File: src/rtl/cmd_arb_pkg.sv
package cmd_arb_pkg;

    // Width of an index into n items, never below one bit.
    function automatic int idx_width(input int n);
        return (n <= 2) ? 1 : $clog2(n);
    endfunction

endpackage

File: src/rtl/cmd_arb_pick.sv
// Combinational rotating search: first requester at or after the start port.
module cmd_arb_pick #(
    parameter int NPORT = 4,
    localparam int PW   = cmd_arb_pkg::idx_width(NPORT)
) (
    input  logic [NPORT-1:0] req_i,
    input  logic [PW-1:0]    start_i,
    input  logic             en_i,
    output logic [NPORT-1:0] gnt_o
);

    always_comb begin
        logic found;
        gnt_o = '0;
        found = 1'b0;
        for (int off = 0; off < NPORT; off++) begin
            int idx;
            idx = int'(start_i) + off;
            if (idx >= NPORT) idx = idx - NPORT;
            if (en_i && !found && req_i[idx]) begin
                gnt_o[idx] = 1'b1;
                found      = 1'b1;
            end
        end
    end

endmodule

File: src/rtl/cmd_arb_tagq.sv
// FIFO of port numbers for outstanding reads, sticky overflow flag.
module cmd_arb_tagq #(
    parameter int DEPTH = 8,
    parameter int W     = 2,
    localparam int AW   = cmd_arb_pkg::idx_width(DEPTH)
) (
    input  logic         clk,
    input  logic         rst,
    input  logic         push_i,
    input  logic [W-1:0] push_id_i,
    input  logic         pop_i,
    output logic [W-1:0] head_o,
    output logic         empty_o,
    output logic         err_o
);

    localparam logic [AW:0]   FULL_CNT = (AW+1)'(DEPTH);
    localparam logic [AW-1:0] LAST_IX  = AW'(DEPTH - 1);

    typedef struct packed {
        logic [AW-1:0] wr;
        logic [AW-1:0] rd;
        logic [AW:0]   cnt;
        logic          err;
    } tq_state_t;

    tq_state_t     s_d, s_q;
    logic [W-1:0]  mem_q [DEPTH];
    logic          do_push, do_pop;

    always_comb begin
        s_d     = s_q;
        do_pop  = pop_i && (s_q.cnt != '0);
        do_push = push_i && ((s_q.cnt != FULL_CNT) || do_pop);
        if (push_i && !do_push) s_d.err = 1'b1;
        if (do_push) s_d.wr = (s_q.wr == LAST_IX) ? '0 : s_q.wr + 1'b1;
        if (do_pop)  s_d.rd = (s_q.rd == LAST_IX) ? '0 : s_q.rd + 1'b1;
        case ({do_push, do_pop})
            2'b10:   s_d.cnt = s_q.cnt + 1'b1;
            2'b01:   s_d.cnt = s_q.cnt - 1'b1;
            default: s_d.cnt = s_q.cnt;
        endcase
    end

    always_ff @(posedge clk) begin
        if (rst) s_q <= '0;
        else     s_q <= s_d;
    end

    always_ff @(posedge clk) begin
        if (do_push) mem_q[s_q.wr] <= push_id_i;
    end

    assign head_o  = mem_q[s_q.rd];
    assign empty_o = (s_q.cnt == '0);
    assign err_o   = s_q.err;

endmodule

File: src/rtl/cmd_arb.sv
// Round-robin command arbiter with queue back-pressure and read tag routing.
module cmd_arb #(
    parameter int NPORT     = 4,
    parameter int CMD_W     = 32,
    parameter int DATA_W    = 32,
    parameter int TAG_DEPTH = 8,
    localparam int PW       = cmd_arb_pkg::idx_width(NPORT)
) (
    input  logic                   clk,
    input  logic                   rst,
    input  logic [NPORT-1:0]       req_i,
    input  logic [NPORT*CMD_W-1:0] cmd_i,
    input  logic [NPORT-1:0]       cmd_rd_i,
    input  logic                   q_full_i,
    output logic [NPORT-1:0]       gnt_o,
    output logic                   q_valid_o,
    output logic [CMD_W-1:0]       q_cmd_o,
    input  logic                   rdata_valid_i,
    input  logic [DATA_W-1:0]      rdata_i,
    output logic [DATA_W-1:0]      rdata_o,
    output logic [NPORT-1:0]       rdata_vld_o,
    output logic                   tag_err_o
);

    localparam logic [PW-1:0] LAST_PORT = PW'(NPORT - 1);

    typedef struct packed {
        logic [PW-1:0] ptr;
    } arb_state_t;

    arb_state_t     s_d, s_q;
    logic [PW-1:0]  ptr_q;
    logic [PW-1:0]  win_id;
    logic           win_rd;
    logic           accept;
    logic [PW-1:0]  tag_head;
    logic           tag_empty;

    assign ptr_q = s_q.ptr;

    cmd_arb_pick #(.NPORT(NPORT)) u_pick (
        .req_i   (req_i),
        .start_i (s_q.ptr),
        .en_i    (!q_full_i),
        .gnt_o   (gnt_o)
    );

    // Winner encode and command mux (one-hot AND-OR).
    always_comb begin
        win_id  = '0;
        win_rd  = 1'b0;
        q_cmd_o = '0;
        for (int p = 0; p < NPORT; p++) begin
            if (gnt_o[p]) begin
                win_id  = PW'(p);
                win_rd  = cmd_rd_i[p];
                q_cmd_o = q_cmd_o | cmd_i[p*CMD_W +: CMD_W];
            end
        end
    end

    assign accept    = |gnt_o;
    assign q_valid_o = accept;

    always_comb begin
        s_d = s_q;
        if (accept) s_d.ptr = (s_q.ptr == LAST_PORT) ? '0 : s_q.ptr + 1'b1;
    end

    always_ff @(posedge clk) begin
        if (rst) s_q <= '0;
        else     s_q <= s_d;
    end

    cmd_arb_tagq #(.DEPTH(TAG_DEPTH), .W(PW)) u_tagq (
        .clk       (clk),
        .rst       (rst),
        .push_i    (accept && win_rd),
        .push_id_i (win_id),
        .pop_i     (rdata_valid_i),
        .head_o    (tag_head),
        .empty_o   (tag_empty),
        .err_o     (tag_err_o)
    );

    assign rdata_o = rdata_i;

    generate
        for (genvar p = 0; p < NPORT; p++) begin : g_route
            assign rdata_vld_o[p] = rdata_valid_i && !tag_empty && (tag_head == PW'(p));
        end
    endgenerate

endmodule

File: config.mk
export PLATFORM = sky130hd
export DESIGN_NAME = cmd_arb
export DESIGN_NICKNAME = d
export VERILOG_FILES = /design/src/rtl/cmd_arb_pkg.sv /design/src/rtl/cmd_arb_pick.sv /design/src/rtl/cmd_arb_tagq.sv /design/src/rtl/cmd_arb.sv
export SDC_FILE = /design/constraint.sdc
export NUM_CORES = 1
export LEC_CHECK = 0
export BUFFER_PORTS_ARGS = -buffer_cell sky130_fd_sc_hd__buf_2
export CELL_PAD_IN_SITES_DETAIL_PLACEMENT = 1
export CELL_PAD_IN_SITES_GLOBAL_PLACEMENT = 1
export CORE_MARGIN = 2
export CORE_UTILIZATION = 28
export CTS_CLUSTER_SIZE = 30
export DETAILED_ROUTE_END_ITERATION = 16
export GPL_TIMING_DRIVEN = 0
export PLACE_DENSITY_LB_ADDON = 0.1
export SLEW_MARGIN = 30
export SYNTH_ARGS = -nofsm -noshare
export SYNTH_HDL_FRONTEND = slang
export SYNTH_SLANG_ARGS = --single-unit
File: constraint.sdc
create_clock -name clk -period 10.87 [get_ports clk]
set_clock_uncertainty 0.2 [all_clocks]
set_input_delay 0.5435 -clock clk [delete_from_list [all_inputs] [get_ports clk]]
set_output_delay 0.5435 -clock clk [all_outputs]
set_load 0.02 [all_outputs]
==> impl_metrics.ini <==
[sta]
max_freq_mhz = 204
max-slew-margin-rel_pct = 54.9
timing.setup.tns_ns = 0
final-hold-violation-count = 0
worst_pin_slew_ns = 0.672
slew_viol_final = 0
finalCriticalPeriod_ns = 4.90
rsz0062_at_grt = no
period_share_pct = 45.1
setup_viol = 0

[clock_tree]
cts_max_level = 2
clkTransAtPathRegs_ns = 0.07
clock_path_buffers = 2
cts_root_buffer = clkbuf_8
clock_latency_ns = 0.28
postCtsSetupRepairBufs = 0
cts_sinks = 32
cts_buffers = 5
ctsResizeCount = 0
tritoncts = built
cts_hold_buf = 0

[synth]
synthCells = 311
synth-seq-cells = 32
synth-edff-count = 16
synth_nets = 497
yosys_warnings = 0
syn_avg_cell_area_sq_um = 9.19
synthArstFlopShare_pct = 0
syn_area_sq_um = 2860
synth_cell_types = 45
ys_seq_area_share_pct = 28.0
synthFlopType = edfxtp_1

[run]
max_cap_violations = 0

[global_routing]
met3_usage_pct = 5.30
grt_max_degree = 12
grt_busiest_layer = met2
overflow = 0
grtUsageMet1_pct = 24.8
track_usage_pct = 21.0
grt_pass1_vias = 3465
grt_pass1_wl_mm = 18.4
grt_antenna_before_repair = 1
met2_usage_pct = 37.9

[detailed_routing]
route.detailed.wl_per_inst_microns = 17.9
routed_wl_mm = 11.9
drt_iter0_markers = 91
via_per_inst = 4.90
drtPass1Iterations = 4
postRouteAntennaNets = 0
drc = 0
vias = 3262

[layout]
final_common_cell = buf_2
fin_nets = 717
area_delta_synth_final_pct = 47.0
final_cell_mix = buf_2, a22oi_1, nand2_1
drive_gt1_share_pct = 52.4

[die]
pin_count = 246
die_w_microns = 105
row_count = 36
coreArea_sq_um = 9860
die_h_microns = 105
dieArea_sq_um = 11000
start_util_pct = 29.0

[worst_setup_path]
path_delay_family = compound AO/OA/AOI/OAI gates
cp-end-kind = register
worstRegToRegCells = 19
cp.depth = 19
r2r_slack_ns = 5.97
max_stage_delay_ns = 0.51
r2r_start = ptr_q[0]$_SDFFE_PP0P_
slowest_stage = mux4_2
worstSetupPathType = reg -> reg
worstPathRequired_ns = 10.88
cp-startpoint = ptr_q[0]$_SDFFE_PP0P_
crit_chain = buf_2 > inv_1 > ha_1 > buf_6 > mux4_2 > nor2b_1 > a32o_1 > a211oi_4 > inv_2 > a22o_1 > a22oi_4 > buf_6 > ha_1 > xor2_1 > ha_1 > a21oi_1 > xor2_1 > or3_1 > a21oi_1
path_buf_inv = 5
path_max_fanout = 11
cp-endpoint = u_tagq.s_q[3]$_SDFFE_PP0P_
worst_ep_arrival_time_ns = 4.91
critPathLaunchType = register
crit_path_frequent_cell = ha_1
regToRegEndpoint = u_tagq.s_q[3]$_SDFFE_PP0P_

[power_and_ir_drop]
p_leak_uw = 0.00212
p_per_area_nw_per_um2 = 243
ir_drop_mv = 0.0859
totalPowerFinal_uw = 1020

[placed_design]
gp_congestion = 0.809
hpwl_mm = 10.2
port_buffers = 213

[run_status]
status = finished clean

[hold_path]
hold_path.class = reg -> reg
## synth_stat cells (3+ instances only)
master | number | area, sq um
or3_1 | 4 | 25.0
buf_4 | 33 | 248
inv_1 | 7 | 26.3
nand2_1 | 40 | 150
clkbuf_1 | 11 | 41.3
ha_1 | 14 | 175
inv_2 | 3 | 11.3
a32o_1 | 3 | 30.0
mux2i_1 | 8 | 80.1
a22oi_1 | 65 | 488
nor2b_1 | 8 | 50.1
xor2_1 | 3 | 26.3
a21oi_1 | 9 | 45.0
o21ai_0 | 4 | 20.0
dfxtp_1 | 16 | 320
edfxtp_1 | 16 | 480
nor3_1 | 9 | 45.0
nand2b_1 | 7 | 43.8
buf_6 | 3 | 33.8
nor2_1 | 10 | 37.5
mux4_2 | 8 | 180
## per-stage QoR
step	util (%)	cells	worst slack [ns]	hold slack, ns	instance area [sq um]
finish	42.6	666	5.97	0.295	4200
global route	42.6	666	5.63	0.325	4200
CTS	42.6	665	5.93	0.300	4200
detailed placement	41.5	657	5.98	0.282	4090
global placement	41.5	657	6.10	0.271	4090
floorplan	-	311	6.49	0.255	2860
## registers in the layout, summed over array words and instances, names as in the netlist, named ones only
name          count
u_tagq.mem_q     16
u_tagq.s_q       10
ptr_q             2
u_tagq.err_o      1
## kinds of logic (layout without fill, tap and decap cells)
family                     after synthesis  in the layout  share of synthesized area [%]
other                                    0              1                              0
and+or+nand+nor                         91             91                           16.6
DFF                                     32             32                           28.0
adders and majority gates               14             14                           6.13
buffers and inverters                   60            281                           13.0
AOI/OAI and AO/OA                       93             93                           25.4
xor gates and xnor gates                 3              3                          0.919
muxes                                   18             18                           9.89
## power breakdown
group | internal [uW] | switching [uW]
Combinational | 278 | 445
Clock | 68.0 | 43.4
Sequential | 161 | 27.1
Total | 507 | 516
## worst min-delay path, cell delays in order, from the launching register on
cell	delay, ns
dfxtp_1	0.32
nand2_1	0.06
a21oi_1	0.07
## worst min path at each step
stage                                from                         end  slack (ns)  depth (start not counted)
2_1_floorplan  u_tagq.s_q[7]$_SDFFE_PP0P_                    register        0.25                          2
3_3_place_gp    u_tagq.err_o$_SDFFE_PP0P_   u_tagq.err_o$_SDFFE_PP0P_        0.27                          2
6_report       u_tagq.s_q[7]$_SDFFE_PP0P_                    register        0.29                          2
5_1_grt        u_tagq.s_q[7]$_SDFFE_PP0P_  u_tagq.s_q[7]$_SDFFE_PP0P_        0.33                          2
3_5_place_dp    u_tagq.err_o$_SDFFE_PP0P_   u_tagq.err_o$_SDFFE_PP0P_        0.28                          2
4_1_cts         u_tagq.err_o$_SDFFE_PP0P_   u_tagq.err_o$_SDFFE_PP0P_        0.30                          2
## cell type report
type	count	area [sq um]
Sequential cell	32	801
Timing Repair Buffer	213	1070
Buffer	50	335
Fill cell	1247	5660
Inverter	10	37.5
Clock inverter	2	35.0
Tap cell	133	166
Antenna cell	1	2.50
Clock buffer	6	72.6
Multi-Input combinational cell	219	1690
## routing by layer
layer  wire length, microns  vias up  part of all wire, %
li1                       -     1586                    -
met1                   4700     1558                   39
met2                   6250      106                   52
met3                    785       12                  6.6
met4                    173        0                  1.5
met5                      0        -                    0
Note: power is estimated with default switching activity, not from simulation.
